### src/rtl/op_window_ctrl.sv
module op_window_ctrl #(
  parameter int WORD_LEN = 32,
  parameter int AW       = 10
) (
  input  logic          clk,
  input  logic          rst_n,
  input  logic          start,
  input  logic [3:0]    op_type,
  input  logic [AW-1:0] addr,
  input  logic [AW-1:0] word_cnt,
  input  logic          p_first,
  input  logic          p_mid,
  input  logic          card_exit,
  input  logic          arith_done,
  output logic          win,
  output logic [15:0]   en
);

  localparam int CW   = $clog2(WORD_LEN);
  localparam int HALF = WORD_LEN / 2;
  localparam logic [3:0] C_MSTORE = 4'd0;
  localparam logic [3:0] C_MLOAD  = 4'd1;
  localparam logic [3:0] C_RREAD  = 4'd2;
  localparam logic [3:0] C_RWRITE = 4'd3;
  localparam logic [3:0] C_PUNCH  = 4'd4;
  localparam logic [3:0] C_CREAD  = 4'd5;
  localparam logic [3:0] C_IMM    = 4'd6;
  localparam logic [3:0] C_LOGIC  = 4'd7;
  localparam logic [3:0] C_ARITH  = 4'd8;
  localparam logic [3:0] C_STIM   = 4'd9;
  localparam logic [3:0] C_LAST   = C_STIM;

  logic          pend_q, win_q, match_q;
  logic [3:0]    type_q;
  logic [AW-1:0] addr_q;
  logic [CW-1:0] cnt_q;
  logic          close;

  wire idle    = !pend_q && !win_q;
  wire accept  = start && idle && (op_type <= C_LAST);
  wire opener  = (type_q == C_IMM) ? p_mid : p_first;
  wire opening = pend_q && opener;
  wire match   = (word_cnt == addr_q);

  always_comb begin
    case (type_q)
      C_MSTORE, C_MLOAD:                 close = match_q && !match;
      C_RREAD, C_RWRITE, C_LOGIC, C_STIM: close = (cnt_q == CW'(WORD_LEN - 1));
      C_IMM:                             close = (cnt_q == CW'(HALF - 1));
      C_PUNCH, C_CREAD:                  close = card_exit;
      C_ARITH:                           close = arith_done;
      default:                           close = 1'b1;
    endcase
  end

  always_ff @(posedge clk) begin
    if (!rst_n) begin
      pend_q  <= 1'b0;
      win_q   <= 1'b0;
      match_q <= 1'b0;
      type_q  <= '0;
      addr_q  <= '0;
      cnt_q   <= '0;
    end else begin
      match_q <= match;
      if (accept) begin
        pend_q <= 1'b1;
        type_q <= op_type;
        addr_q <= addr;
      end
      if (opening) begin
        pend_q <= 1'b0;
        win_q  <= 1'b1;
        cnt_q  <= '0;
      end else if (win_q) begin
        if (close) win_q <= 1'b0;
        else       cnt_q <= cnt_q + 1'b1;
      end
    end
  end

  assign win = win_q;
  assign en  = win_q ? (16'd1 << type_q) : 16'd0;

  AST_OPEN_ON_PULSE: assert property (@(posedge clk) disable iff (!rst_n)
    $rose(win_q) |-> $past((type_q == C_IMM) ? p_mid : p_first));
  AST_MATCH_CLOSE: assert property (@(posedge clk) disable iff (!rst_n)
    $fell(win_q) && (type_q == C_MSTORE || type_q == C_MLOAD) |-> ($past(word_cnt) != addr_q));
  AST_CARD_CLOSE: assert property (@(posedge clk) disable iff (!rst_n)
    $fell(win_q) && (type_q == C_PUNCH || type_q == C_CREAD) |-> $past(card_exit));
  AST_ARITH_CLOSE: assert property (@(posedge clk) disable iff (!rst_n)
    $fell(win_q) && (type_q == C_ARITH) |-> $past(arith_done));
  AST_CLASS_HELD: assert property (@(posedge clk) disable iff (!rst_n)
    win_q && $past(win_q) |-> $stable(type_q) && $stable(addr_q));
  AST_LEGAL_ONLY: assert property (@(posedge clk) disable iff (!rst_n)
    win_q |-> (type_q <= C_LAST));
  AST_EN_TRACKS_WIN: assert property (@(posedge clk) disable iff (!rst_n)
    $onehot0(en) && ((en != 16'd0) == win));

endmodule

### config.mk
export PLATFORM = sky130hd
export DESIGN_NAME = op_window_ctrl
export DESIGN_NICKNAME = d
export VERILOG_FILES = /design/src/rtl/op_window_ctrl.sv
export SDC_FILE = /design/constraint.sdc
export NUM_CORES = 1
export LEC_CHECK = 0
export CORE_MARGIN = 1.5
export CORE_UTILIZATION = 47
export DETAILED_ROUTE_END_ITERATION = 7
export DONT_BUFFER_PORTS = 1
export GPL_ROUTABILITY_DRIVEN = 0
export HOLD_SLACK_MARGIN = 0.02
export PLACE_DENSITY_LB_ADDON = 0.12
export SLEW_MARGIN = 0
export SYNTH_ARGS = -nofsm -noshare
export SYNTH_HDL_FRONTEND = slang
export SYNTH_SLANG_ARGS = --single-unit
### constraint.sdc
create_clock -name clk -period 2.75 [get_ports clk]
set_clock_uncertainty 0.15 [all_clocks]
set_input_delay 0.275 -clock clk [delete_from_list [all_inputs] [get_ports clk]]
set_output_delay 0.275 -clock clk [all_outputs]
set_load 0.02 [all_outputs]
# --- After elaboration in Yosys (flattened, before gate mapping) ---
# Index checks and enable logic that the tools add are counted.
op_classes:
  reduce_logical: 14
  n_mux: 6
  n_shift: 1
  bitwise: 2
  addsub: 1
  n_eq_ne: 12
  magnitude_cmp: 1
ops:
  columns: ["cell", "count"]
  rows:
  - ["equality test 4 x 3 -> 1 bit, second input constant", 4]
  - ["two-way mux 16 bit", 1]
  - ["left shift 1 x 4 -> 16 bit, first input constant", 1]
  - ["equality test 10 bit", 1]
  - ["equality test 4 x 2 -> 1 bit, second input constant", 2]
  - ["equality test 4 bit, second input constant", 2]
  - ["OR reduction 2 bit", 3]
  - ["adder 5 x 1 -> 5 bit, second input constant", 1]
  - ["equality test 5 x 4 -> 1 bit, second input constant", 1]
  - ["equality test 5 bit, second input constant", 1]
  - ["logical AND 1 bit", 5]
  - ["case mux 1 bit (5 select lines)", 1]
  - ["equality test 4 x 1 -> 1 bit, second input constant", 1]
  - ["<= comparator 4 bit, second input constant", 1]
  - ["zero test 4 bit", 1]
  - ["two-way mux 1 bit", 4]
  - ["OR reduction 4 bit", 1]
  - ["zero test 1 bit", 3]
  - ["inverter 1 bit", 2]
  - ["AND reduction 2 bit", 1]
word_totals:
  wordCells: 43
  inputBits: 31
  output_inout_bits: 17
  reg_bits: 22

# --- Logic depth before layout (Yosys ltp) ---
depth:
  depth_word: 7
  depth_mapped: 7

# --- Worst setup path before layout ---
# Ideal clock, no wire load.
synth_path:
  path_type: "register to register"
  from: "register addr_q[7]"
  to: "register cnt_q[3]"
  setup_time_ps: 121
  slack_ps: 756
  n_path_buf: 0
  stages_incl_launch_ff: 7
  arrival_ps: 1723
  synth_period_minus_slack_ps: 1994
  cell_sequence: "dfxtp_1 > xor2_1 > nor4_2 > nand4_1 > a211oi_4 > nand4_2 > mux2_4"
synth_between:
  elab_chain_len: 6
synth_lines:
  columns: ["element", "line", "text"]
  rows:
  - ["start: declaration", "35", "logic [AW-1:0] addr_q;"]
  - ["start signal: assignment", "69", "addr_q <= addr;"]
  - ["equality test 10 bit", "43", "wire match = (word_cnt == addr_q);"]
  - ["zero test 1 bit", "47", "C_MSTORE, C_MLOAD: close = match_q && !match;"]
  - ["logical AND 1 bit", "47", null]
  - ["case mux 1 bit (5 select lines)", "46", "case (type_q)"]
  - ["inverter 1 bit (no source line)", null, null]
  - ["AND reduction 2 bit (no source line)", null, null]
  - ["end signal: assignment", "77", "else cnt_q <= cnt_q + 1'b1;"]
  - ["end: declaration", "36", "logic [CW-1:0] cnt_q;"]
# No other way between the ends.
# A chain may end at the register's enable or synchronous reset.

# --- Final worst setup path ---
layout_path:
  from: "register win_q (netlist: win)"
  to: "output en[0]"
layout_between:
  elab_chain_len: 1
layout_lines:
  columns: ["element", "line", "text"]
  rows:
  - ["start: declaration", "33", "logic pend_q, win_q, match_q;"]
  - ["start signal: assignment", "59", "win_q <= 1'b0;"]
  - ["start signal: assignment", "73", "win_q <= 1'b1;"]
  - ["start signal: assignment", "76", "if (close) win_q <= 1'b0;"]
  - ["two-way mux 16 bit", "83", "assign en = win_q ? (16'd1 << type_q) : 16'd0;"]
  - ["end: declaration", "16", "output logic [15:0] en"]
# No other way between the ends.

==> metrics <==
core area=2430 µm²; CP Data Required Time=2.33 ns; initial antenna violation count=0; outcome=complete, no violations; vias in the first global route=897; Post-Syn Area per Cell=8.24 µm²; Max clock buf depth=2; Power Density=466 nW/µm²; die area=2850 µm²; grt met1 use=22.3%; clock network power share=28.0%; first-pass GRT wire length=3790 µm; Pins Over Slew Limit=0; post-synthesis sequential area ratio=36.9%; # clock sinks=22; WL final=2570 µm; die width=53.4 µm; reg2reg end=cnt_q[3]; hold_ws=0.0323 ns; CP Class=register to output pin; post-cts resize count=0; total negative slack=0 ns; CP Max Fanout=7; Net Switching=0.173 mW; Global Route met2 Usage=31.3%; Startpoint Class=register; cell-internal power=0.469 mW; endpoints failing setup=0; 1st-pass router iterations=4; H-tree depth=1; Relative slew margins=57.2%; final std cells w/o fill=186; Vias=1021; Synth cell types=30; DR WL/cell=13.8 µm; worst setup path start=win; cells taking the most area after synthesis=dfxtp_1 (37%), mux2i_1 (11%), nor2_1 (11%); placed cell count=169; Ant. Diodes=0; fraction of layout cells with a size suffix above 1=6.41%; max-cap violations=0; clock root buffer=clkbuf_4; Netlist Area Pre-Place=1190 µm²; GRT Total Usage=18.3%; gr ovfl total=0; Setup crit end=en[0]; initial DRC count=5; Detail Placement HPWL=1760 µm; Sw Share=27.0%; Final Cycle Share=85.2%; YS warnings=0; unrepaired setup endpoints after global routing=false; Rows=18; Final Util=56.6%; CTS tree=built; Post-DRT Antenna Nets=0; Peak VDD IR=0.000436 V; die height=53.4 µm; FF+latch count, synth=22; worst-margin pin slew=0.638 ns; I/O Buffers=0; Syn Nets=177; grt met3 use=3.11%; fmax=0.427 GHz; Via density=5.49; worst-case reg-to-reg path depth=5; class of the worst hold path=input port to register; post-synth top area cell=dfxtp_1; GRT busiest layer=met2; min Tclk post-route=2.34 ns; Worst EP arrival=1.92 ns; Setup crit end kind=output pin; nets=189; starting density of the core=49.1%; reg-to-reg startpoint=type_q[1]; post-synth top area share=36.9%; CTS Hold Bufs=13; clock latency on the worst-skew pair=0.31 ns; post-CTS setup buffers=0; Mapped Cells=145; leakage=0.565 nW; Clock transition at path regs=0.12 ns; Tot Pwr=0.642 mW; Ports=48; DRC errors left=0; final hold viol count=0; part of the power in registers=55.9%; combinational share of power=16.2%; Synth-to-Final Area Change=15.2%; largest net degree at the start of global routing=17; Fillers=238; TritonCTS buffer count=3; flop2flop setup slack=0.49 ns
==> worst max-delay path, stage by stage (launching register included) <==
cell,delay [ns]
dfxtp_1,0.57
or3b_2,0.53
nor3_1,0.50
==> power groups by stage <==
stage | Combinational [mW] | Clock (mW) | Sequential, mW
2_1_floorplan | 0.0852 | 0 | 0.354
3_3_place_gp | 0.0868 | 0 | 0.364
3_5_place_dp | 0.0885 | 0 | 0.366
4_1_cts | 0.103 | 0.185 | 0.358
5_1_grt | 0.117 | 0.191 | 0.361
6_report | 0.104 | 0.180 | 0.359
==> layout by cell type, fill, tap and decap left out <==
| cell | count |
|---|---|
| nor3_1 | 5 |
| nor4bb_1 | 1 |
| a211oi_4 | 1 |
| clkbuf_4 | 3 |
| ha_1 | 1 |
| xnor2_1 | 3 |
| inv_1 | 5 |
| clkbuf_8 | 1 |
| nand3b_1 | 2 |
| nor2b_1 | 4 |
| nand2b_1 | 3 |
| or3b_2 | 1 |
| nor4b_1 | 1 |
| mux2_4 | 1 |
| nand4_2 | 1 |
| dlygate4sd3_1 | 13 |
| a21oi_1 | 6 |
| nor3b_1 | 1 |
| dfxtp_1 | 22 |
| o21ai_0 | 7 |
| xor2_1 | 8 |
| nand4_1 | 1 |
| nand3_1 | 2 |
| a211oi_1 | 2 |
| mux2i_1 | 13 |
| nor4_2 | 2 |
| nand2_1 | 8 |
| a31o_1 | 2 |
| o21ai_1 | 1 |
| and3_1 | 1 |
| nor2_1 | 34 |
==> how the worst min path moves through the flow <==
stage	depth (start not counted)	slack [ns]	to	from
3_5_place_dp	2	0.28	addr_q[3]	addr[3]
6_report	4	0.03	type_q[2]	op_type[3]
3_3_place_gp	2	0.27	type_q[0]	op_type[0]
5_1_grt	4	0.04	type_q[1]	op_type[3]
4_1_cts	4	0.03	type_q[2]	op_type[3]
2_1_floorplan	2	0.27	addr_q[0]	addr[0]
==> synthesized netlist by cell type (all sizes together) <==
cell / number
dfxtp: 22
nand4: 2
or3b: 1
mux2i: 13
nor2: 34
xnor2: 3
nor3b: 1
buf: 1
nor4: 2
mux2: 1
nand2b: 3
inv: 5
nor4b: 1
nor2b: 4
nand3: 2
ha: 1
a21oi: 6
xor2: 8
nor3: 5
a211oi: 3
nand3b: 2
nor4bb: 1
and3: 1
nand2: 8
o21ai: 8
clkbuf: 5
a31o: 2
==> sequential cells by signal (all words and copies together), names as in the netlist <==
| name | cells |
|---|---|
| addr_q | 10 |
| cnt_q | 5 |
| match_q | 1 |
| pend_q | 1 |
| type_q | 4 |
| win | 1 |
==> cells by family after synthesis <==
| kind of cell | Yosys count | synth area share (%) |
|---|---|---|
| compound gates | 19 | 10.3 |
| simple gates | 67 | 28.2 |
| mux | 14 | 12.1 |
| flops | 22 | 36.9 |
| xor+xnor | 11 | 8.06 |
| buf+inv | 11 | 3.46 |
| fa+ha+maj | 1 | 1.05 |
==> cell type report <==
cell class	count	area [µm²]	area share (%)
Clock buffer	4	36.3	2.64
Timing Repair Buffer	13	130	9.45
Tap cell	30	37.5	2.73
Multi-Input combinational cell	112	713	51.8
Inverter	5	18.8	1.36
Sequential cell	22	440	32.0
==> per-stage QoR <==
step | instance area, µm² | setup WS, ns
floorplan | 1190 | 0.756
global placement | 1210 | 0.510
detailed placement | 1210 | 0.527
CTS | 1380 | 0.390
global route | 1380 | 0.220
finish | 1380 | 0.406
==> layer usage <==
metal	vias to the layer above	wire length [µm]	part of all wire, %
met5	-	0	0
met4	0	31	1.2
met3	4	100	3.9
met2	32	1240	48
met1	469	1200	47
li1	516	-	-
(Power assumes the default switching activity.)
